### src/rtl/piso_pkg.sv
package piso_pkg;
  typedef enum logic [1:0] {
    OP_HOLD  = 2'd0,
    OP_LOAD  = 2'd1,
    OP_SHIFT = 2'd2
  } op_e;
endpackage

### src/rtl/piso_rst_sync.sv
module piso_rst_sync #(
  parameter int unsigned STAGES = 2
) (
  input  logic clk_i,
  input  logic rst_ni,
  output logic rst_no
);
  logic [STAGES-1:0] sync_q;

  // assert asynchronously, release after STAGES edges
  always_ff @(posedge clk_i or negedge rst_ni) begin
    if (!rst_ni) sync_q <= '0;
    else         sync_q <= {sync_q[STAGES-2:0], 1'b1};
  end

  assign rst_no = sync_q[STAGES-1];
endmodule

### src/rtl/piso_ctrl.sv
module piso_ctrl
  import piso_pkg::*;
(
  input  logic inhibit_i,
  input  logic shift_nload_i,
  output op_e  op_o
);
  always_comb begin
    if (inhibit_i)          op_o = OP_HOLD;
    else if (shift_nload_i) op_o = OP_SHIFT;
    else                    op_o = OP_LOAD;
  end
endmodule

### src/rtl/piso_stage.sv
module piso_stage
  import piso_pkg::*;
(
  input  logic clk_i,
  input  logic rst_ni,
  input  op_e  op_i,
  input  logic shift_d_i,
  input  logic load_d_i,
  output logic q_o
);
  always_ff @(posedge clk_i or negedge rst_ni) begin
    if (!rst_ni) begin
      q_o <= 1'b0;
    end else begin
      unique case (op_i)
        OP_LOAD:  q_o <= load_d_i;
        OP_SHIFT: q_o <= shift_d_i;
        default:  q_o <= q_o;
      endcase
    end
  end
endmodule

### src/rtl/gated_piso_shreg.sv
module gated_piso_shreg
  import piso_pkg::*;
#(
  parameter int unsigned WIDTH       = 8,
  parameter int unsigned SYNC_STAGES = 2
) (
  input  logic             clk_i,
  input  logic             rst_ni,
  input  logic             inhibit_i,
  input  logic             shift_nload_i,
  input  logic             ser_i,
  input  logic [WIDTH-1:0] par_i,
  output logic             ser_o
);
  localparam int unsigned LAST = WIDTH - 1;

  logic             rst_sync_n;
  op_e              op;
  logic [WIDTH-1:0] stage_q;
  logic [WIDTH-1:0] shift_d;

  piso_rst_sync #(.STAGES(SYNC_STAGES)) u_rst_sync (
    .clk_i  (clk_i),
    .rst_ni (rst_ni),
    .rst_no (rst_sync_n)
  );

  piso_ctrl u_ctrl (
    .inhibit_i     (inhibit_i),
    .shift_nload_i (shift_nload_i),
    .op_o          (op)
  );

  for (genvar k = 0; k < WIDTH; k++) begin : g_stage
    if (k == 0) begin : g_head
      assign shift_d[k] = ser_i;
    end else begin : g_body
      assign shift_d[k] = stage_q[k-1];
    end

    piso_stage u_stage (
      .clk_i     (clk_i),
      .rst_ni    (rst_sync_n),
      .op_i      (op),
      .shift_d_i (shift_d[k]),
      .load_d_i  (par_i[k]),
      .q_o       (stage_q[k])
    );
  end

  assign ser_o = stage_q[LAST];
endmodule

### config.mk
export PLATFORM = sky130hd
export DESIGN_NAME = gated_piso_shreg
export DESIGN_NICKNAME = d
export VERILOG_FILES = /design/src/rtl/piso_pkg.sv /design/src/rtl/piso_rst_sync.sv /design/src/rtl/piso_ctrl.sv /design/src/rtl/piso_stage.sv /design/src/rtl/gated_piso_shreg.sv
export SDC_FILE = /design/constraint.sdc
export NUM_CORES = 1
export LEC_CHECK = 0
export BUFFER_PORTS_ARGS = -buffer_cell sky130_fd_sc_hd__buf_2
export CAP_MARGIN = 20
export CELL_PAD_IN_SITES_DETAIL_PLACEMENT = 2
export CELL_PAD_IN_SITES_GLOBAL_PLACEMENT = 2
export CORE_UTILIZATION = 32
export CTS_CLUSTER_DIAMETER = 40
export DETAILED_ROUTE_END_ITERATION = 6
export PLACE_DENSITY = 0.74
export SETUP_SLACK_MARGIN = 0.5
export SLEW_MARGIN = 10
export SYNTH_ARGS = -nofsm -noshare
export SYNTH_HDL_FRONTEND = slang
export SYNTH_HIERARCHICAL = 1
export SYNTH_SLANG_ARGS = --single-unit
### constraint.sdc
create_clock -name clk_i -period 0.8 [get_ports clk_i]
set_input_delay 0.16 -clock clk_i [delete_from_list [all_inputs] [get_ports clk_i]]
set_output_delay 0.16 -clock clk_i [all_outputs]
set_load 0.01 [all_outputs]
==> results of run 1 <==
==> final cells by class <==
type	instances	area, µm²	share of cell area
Clock buffer	4	36.28	0.03989
Inverter	8	37.54	0.04127
Multi-Input combinational cell	35	386.6	0.4250
Sequential cell	10	251.5	0.2765
Tap cell	16	20.02	0.02201
Timing Repair Buffer	20	177.7	0.1953
==> Yosys cell counts <==
cell type	n
conb_1	1
mux2i_1	8
nor2_1	1
nand2_1	8
dfrtp_1	10
ha_1	8
inv_1	8
nor2b_2	1
o21ai_1	8
==> power breakdown <==
part	leakage (µW)	internal (µW)	switching (µW)
sequential	0.000121	591	65.1
clock	0.0000210	277	188
combinational	0.000257	224	195
==> metal layers <==
| metal | share of wire | vias to the layer above |
|---|---|---|
| li1 | - | 223 |
| met1 | 0.36 | 234 |
| met2 | 0.58 | 14 |
| met3 | 0.032 | 5 |
| met4 | 0.027 | 0 |
| met5 | 0 | - |
==> sequential cells by signal, indices dropped and copies added, names as in the netlist <==
| name | count |
|---|---|
| u_rst_sync/sync_q | 2 |
| g_stage.u_stage/q_o | 8 |
==> placed cells by master, fill, tap and decap left out, types with 2 or more instances in the layout <==
cell type	instances
buf_12	2
buf_2	11
buf_6	4
buf_8	2
clkbuf_4	3
dfrtp_1	9
ha_4	8
inv_2	5
inv_4	3
mux2i_1	6
mux2i_2	2
nand2_1	8
o21ai_1	8
==> metrics by stage <==
step	hold slack, ns	cell area [µm²]	utilization	power (µW)
3_3_place_gp	-0.05591	645.6	0.4141	876.7
6_report	-0.3441	909.6	0.5835	1540
3_5_place_dp	-0.05348	645.6	0.4141	898.1
4_1_cts	-0.3477	848.3	0.5441	1468
5_1_grt	-0.3579	909.6	0.5835	1628
2_1_floorplan	-0.1356	560.5	-	797.6
==> logic make-up (layout without fill, tap and decap cells) <==
kind of cell    Yosys count  count (layout)  synth area share
buf+inv                   8              32           0.05492
other cells               1               1          0.006858
simple gates             10              10           0.07780
fa+ha+maj                 8               8            0.1831
mux                       8               8            0.1465
flops                    10              10            0.4577
compound gates            8               8           0.07323
==> worst min path at each step <==
stage,start,slack [ns],to
after global routing,rst_ni,-0.36,u_rst_sync/sync_q[0]
after CTS,rst_ni,-0.35,u_rst_sync/sync_q[1]
after floorplan,rst_ni,-0.14,u_rst_sync/sync_q[0]
final,rst_ni,-0.34,u_rst_sync/sync_q[1]
after global placement,rst_ni,-0.06,u_rst_sync/sync_q[0]
after detailed placement,rst_ni,-0.05,u_rst_sync/sync_q[0]
==> timing repair <==
action / 4_1_cts / 5_1_grt
resized for setup: 25 / 9
endpoints found under the hold margin: 2 / 2
endpoints found under the setup margin: 18 / 18
buffers inserted: 4 / 3
pin swaps: 10 / 3
==> out/summary.txt, run 1 <==
R2R setup slack: -0.05 ns
Routability cong.: 0.6630
Routed len/inst: 20.32 µm
Final net count: 99
Die height: 43.34 µm
Dpl cells: 82
Core ar.: 1559 µm²
Crit Reg-Reg Endpoint: g_stage[5].u_stage/q_o
Netlist cell types: 9
Synth Warn #: 6
Syn nets: 74
Filler cells: 138
Crit path launch: g_stage[7].u_stage/q_o
1st-iter DRT viols: 6
Dominant cell type by area after synthesis: dfrtp_1
Worst setup path endpoint: ser_o
Setup_tns: -0.6914 ns
Critical-path cell list: buf_2
Worst hold path type: input pin to asynchronous set/reset pin
N_diodes: 0
Global Route met3 Usage: 0.03750
Longest Clk Path Bufs: 2
Pre-CTS setup slack: -0.3826 ns
CTS clk-pin slew, worst paths: 0.06 ns
# setup viols final: 9
Vias in the first global route: 547
Worst path max stage delay: 0.40 ns
Crit-path slowest cell: dfrtp_1
TritonCTS Buffers: 3
Slew Viols, Final: 0
Worst EP required: 0.64 ns
Ratio of cells with drive above 1 in the final layout: 0.5844
Initial antenna violation count: 0
Number of port buffers: 13
P_leak: 0.0003989 µW
Worst IR Drop VDD: 1.028 mV
First-pass GRT wire length: 2518 µm
# H-tree levels: 1
IO Pins: 14
Post-route setup slack: -0.1837 ns
Grt ovf: 0
Reg2Reg Depth: 2
Drt pass-1 iters: 5
Largest net degree at the start of global routing: 9
Outcome: complete, but fails checks
Worst-Skew Late Latency: 0.28 ns
Failing checks: design-rule violations, negative hold slack, negative setup slack
Power density over the cells: 1693 nW/µm²
Top delay family on crit path: flip-flops
Seq/Total Area, Yosys: 0.4577
Tmin final: 0.9837 ns
CTS tree: yes
Vias post-DR: 476
Worst-path maximum fanout: 2
Hold WS: -0.3441 ns
Final wirelength: 1890 µm
GR Util All Layers: 0.1923
Largest cells by area after synthesis: dfrtp_1 (46%), ha_1 (18%), mux2i_1 (15%)
Sink Count: 10
Worst path depth: 1
Post-Syn Instances: 53
Final Hold Fails: 2
Worst endpoint data arrival time: 0.82 ns
Worst reg2reg startpoint: g_stage[4].u_stage/q_o
Antenna viol nets, final: 0
Met1 Usage GRT: 0.2032
Unrepaired setup endpoints after global routing: yes
Fmax: 1017 MHz
Mean Syn Cell Area: 10.32 µm²
CP Capture Type: primary output
Initial core utilization: 0.3507
Clock Skew: 0.003063 ns
Post-route DRC: 4
Die width: 43.34 µm
CP Class: register to primary output
Fin crit share: 1.230
P&R area growth vs syn: 66.36%
Register bit count reported by yosys: 10
M2 GR Usage: 0.3879
Full die area: 1878 µm²
Startpoint types: register
# Max-Cap Violations: 0
Via density: 5.118
CTS root buf: clkbuf_4
Post-Layout Cell Count: 93
Synth top area share: 0.4577
Synth Cell Area: 546.8 µm²
Grt peak-use layer: met2
Number of buffers and inverters on the critical path: 1
FP Rows: 14
No activity file was read; power rests on OpenSTA's default activity.
==> inputs of run 2 (changes only) <==
--- a/config.mk
+++ b/config.mk
@@ -9,10 +9,10 @@
 export CAP_MARGIN = 20
 export CELL_PAD_IN_SITES_DETAIL_PLACEMENT = 2
 export CELL_PAD_IN_SITES_GLOBAL_PLACEMENT = 2
-export CORE_UTILIZATION = 32
+export CORE_UTILIZATION = 27
 export CTS_CLUSTER_DIAMETER = 40
 export DETAILED_ROUTE_END_ITERATION = 6
-export PLACE_DENSITY = 0.74
+export PLACE_DENSITY = 0.66
 export SETUP_SLACK_MARGIN = 0.5
 export SLEW_MARGIN = 10
 export SYNTH_ARGS = -nofsm -noshare
==> constraint.sdc (replaced) <==
create_clock -name clk_i -period 0.85 [get_ports clk_i]
set_input_delay 0.17 -clock clk_i [delete_from_list [all_inputs] [get_ports clk_i]]
set_output_delay 0.17 -clock clk_i [all_outputs]
set_load 0.01 [all_outputs]
==> run 2 against run 1 <==
The flow finishes with violations (negative setup slack). Clock-buffer cell count unchanged. Clock skew up 0.0011 ns. Die area rose by 18%. Cell count rose by 6.5%. Register-to-register slack improved by 0.14 ns. Setup slack improved by 0.073 ns. Combinational power fell by 20%. First-iteration DRC count fell by 83%. Routed wire length shrank 15%. Largest power group unchanged.
==> out/summary.txt, run 2 (synthesis gave the netlist of run 1 again) <==
Outcome: complete, but fails checks
Failing checks: negative setup slack
Vias in the first global route: 519
Tot Pwr: 1392 µW
P_leak: 0.0003739 µW
Power density over the cells: 1608 nW/µm²
Full die area: 2209 µm²
Fin area: 865.8 µm²
P&R area growth vs syn: 58.35%
# H-tree levels: 1
Worst reg2reg startpoint: g_stage[5].u_stage/q_o
1st-iter DRT viols: 1
Worst IR Drop VDD: 0.8372 mV
Crit-path slowest cell: dfrtp_1
Commonest non-fill, non-tap cell in the layout: buf_2
Routed len/inst: 16.31 µm
CTS tree: yes
Number of port buffers: 13
Tmin final: 0.9606 ns
Biggest register: g_stage.u_stage/q_o
Drt pass-1 iters: 2
Fmax: 1041 MHz
CP Class: register to primary output
Core ar.: 1821 µm²
Grt peak-use layer: met2
Worst EP required: 0.68 ns
# Max-Cap Violations: 0
Startpoint types: register
Final net count: 96
Reg2Reg Depth: 2
Die height: 47 µm
Final Hold Fails: 0
Die width: 47 µm
Final wirelength: 1615 µm
GR Util All Layers: 0.1758
Worst endpoint data arrival time: 0.79 ns
Worst-Skew Late Latency: 0.27 ns
Longest Clk Path Bufs: 2
Initial antenna violation count: 0
Sink Count: 10
Dpl hpwl: 1023 µm
Final Util: 0.4756
CTS root buf: clkbuf_4
Post-route setup slack: -0.1106 ns
Clock Skew: 0.004195 ns
CTS clk-pin slew, worst paths: 0.08 ns
Pre-CTS setup slack: -0.3315 ns
First-pass GRT wire length: 2477 µm
Grt ovf: 0
FP Rows: 15
Crit Reg-Reg Endpoint: g_stage[6].u_stage/q_o
M2 GR Usage: 0.3528
Post-route DRC: 0
Worst-path maximum fanout: 2
Largest net degree at the start of global routing: 9
R2R setup slack: 0.09 ns
Number of flip-flops in the largest register: 8
Worst path max stage delay: 0.38 ns
N_diodes: 0
CP Capture Type: primary output
Met1 Usage GRT: 0.1752
Antenna viol nets, final: 0
IO Pins: 14
Critical-path cell list: buf_2
Slew Viols, Final: 0
Most frequent cells in the layout: buf_2 (11), dfrtp_1 (9), nand2_1 (8), o21ai_1 (8), ha_4 (8)
Routability cong.: 0.6523
Vias post-DR: 454
Fin crit share: 1.130
Global Route met3 Usage: 0.03846
Number of buffers and inverters on the critical path: 1
Ratio of cells with drive above 1 in the final layout: 0.5135
# setup viols final: 4
Largest registers: g_stage.u_stage/q_o (8), u_rst_sync/sync_q (2)
Via density: 4.586
Worst hold path type: register to asynchronous set/reset pin
Initial core utilization: 0.3003
TritonCTS Buffers: 3
Placement Cell Area: 655.6 µm²
Top delay family on crit path: flip-flops
Unrepaired setup endpoints after global routing: yes
## run 2: cell types whose count changed in the layout (fill, tap and decap cells not counted), sizes merged
cell,before,now
dlygate4sd3,0,1
buf,20,16
## run 2: metrics by stage
| stage | hold WS (ns) | TNS (ns) | instances |
|---|---|---|---|
| finish | 0.1068 | -0.1617 | 99 |
| global route | 0.1235 | -0.3093 | 99 |
| CTS | 0.1079 | -0.1472 | 99 |
| detailed placement | -0.04286 | -2.527 | 91 |
| global placement | -0.04401 | -2.062 | 91 |
| floorplan | -0.1256 | -0.3655 | 53 |
## run 2: worst max-delay path by stage
stage | start | to | cells past startpoint
final | g_stage[7].u_stage/q_o | ser_o | 1
after floorplan | shift_nload_i | g_stage[0].u_stage/q_o | 4
after CTS | g_stage[7].u_stage/q_o | ser_o | 1
after global routing | g_stage[7].u_stage/q_o | ser_o | 1
after detailed placement | shift_nload_i | g_stage[2].u_stage/q_o | 5
after global placement | shift_nload_i | g_stage[6].u_stage/q_o | 5
## run 2: timing repair
| item | 4_1_cts | 5_1_grt |
|---|---|---|
| hold buffers | 1 | 0 |
| gates resized for setup | 27 | 2 |
| pin swaps | 6 | 2 |
| setup buffers | 3 | 0 |
| endpoints found under the hold margin | 2 | 0 |
| endpoints found under the setup margin | 18 | 10 |
## run 2: layer usage
metal / up-vias / share of wire
li1: 216 / -
met1: 227 / 0.35
met2: 9 / 0.61
met3: 2 / 0.026
met4: 0 / 0.014
met5: - / 0
## run 2: area by class of cell
type	instances	area, µm²
clock buffer	4	36.28
tap	25	31.28
fill	195	954.7
timing repair buffer	17	133.9
sequential	10	251.5
inverter	8	30.03
multi-input combinational	35	382.9
## run 2: where the power goes
| part | switching, µW | total (µW) | internal (µW) |
|---|---|---|---|
| registers | 54.9 | 610 | 555 |
| clock network | 186 | 446 | 260 |
| logic | 158 | 336 | 179 |
| total | 399 | 1390 | 994 |
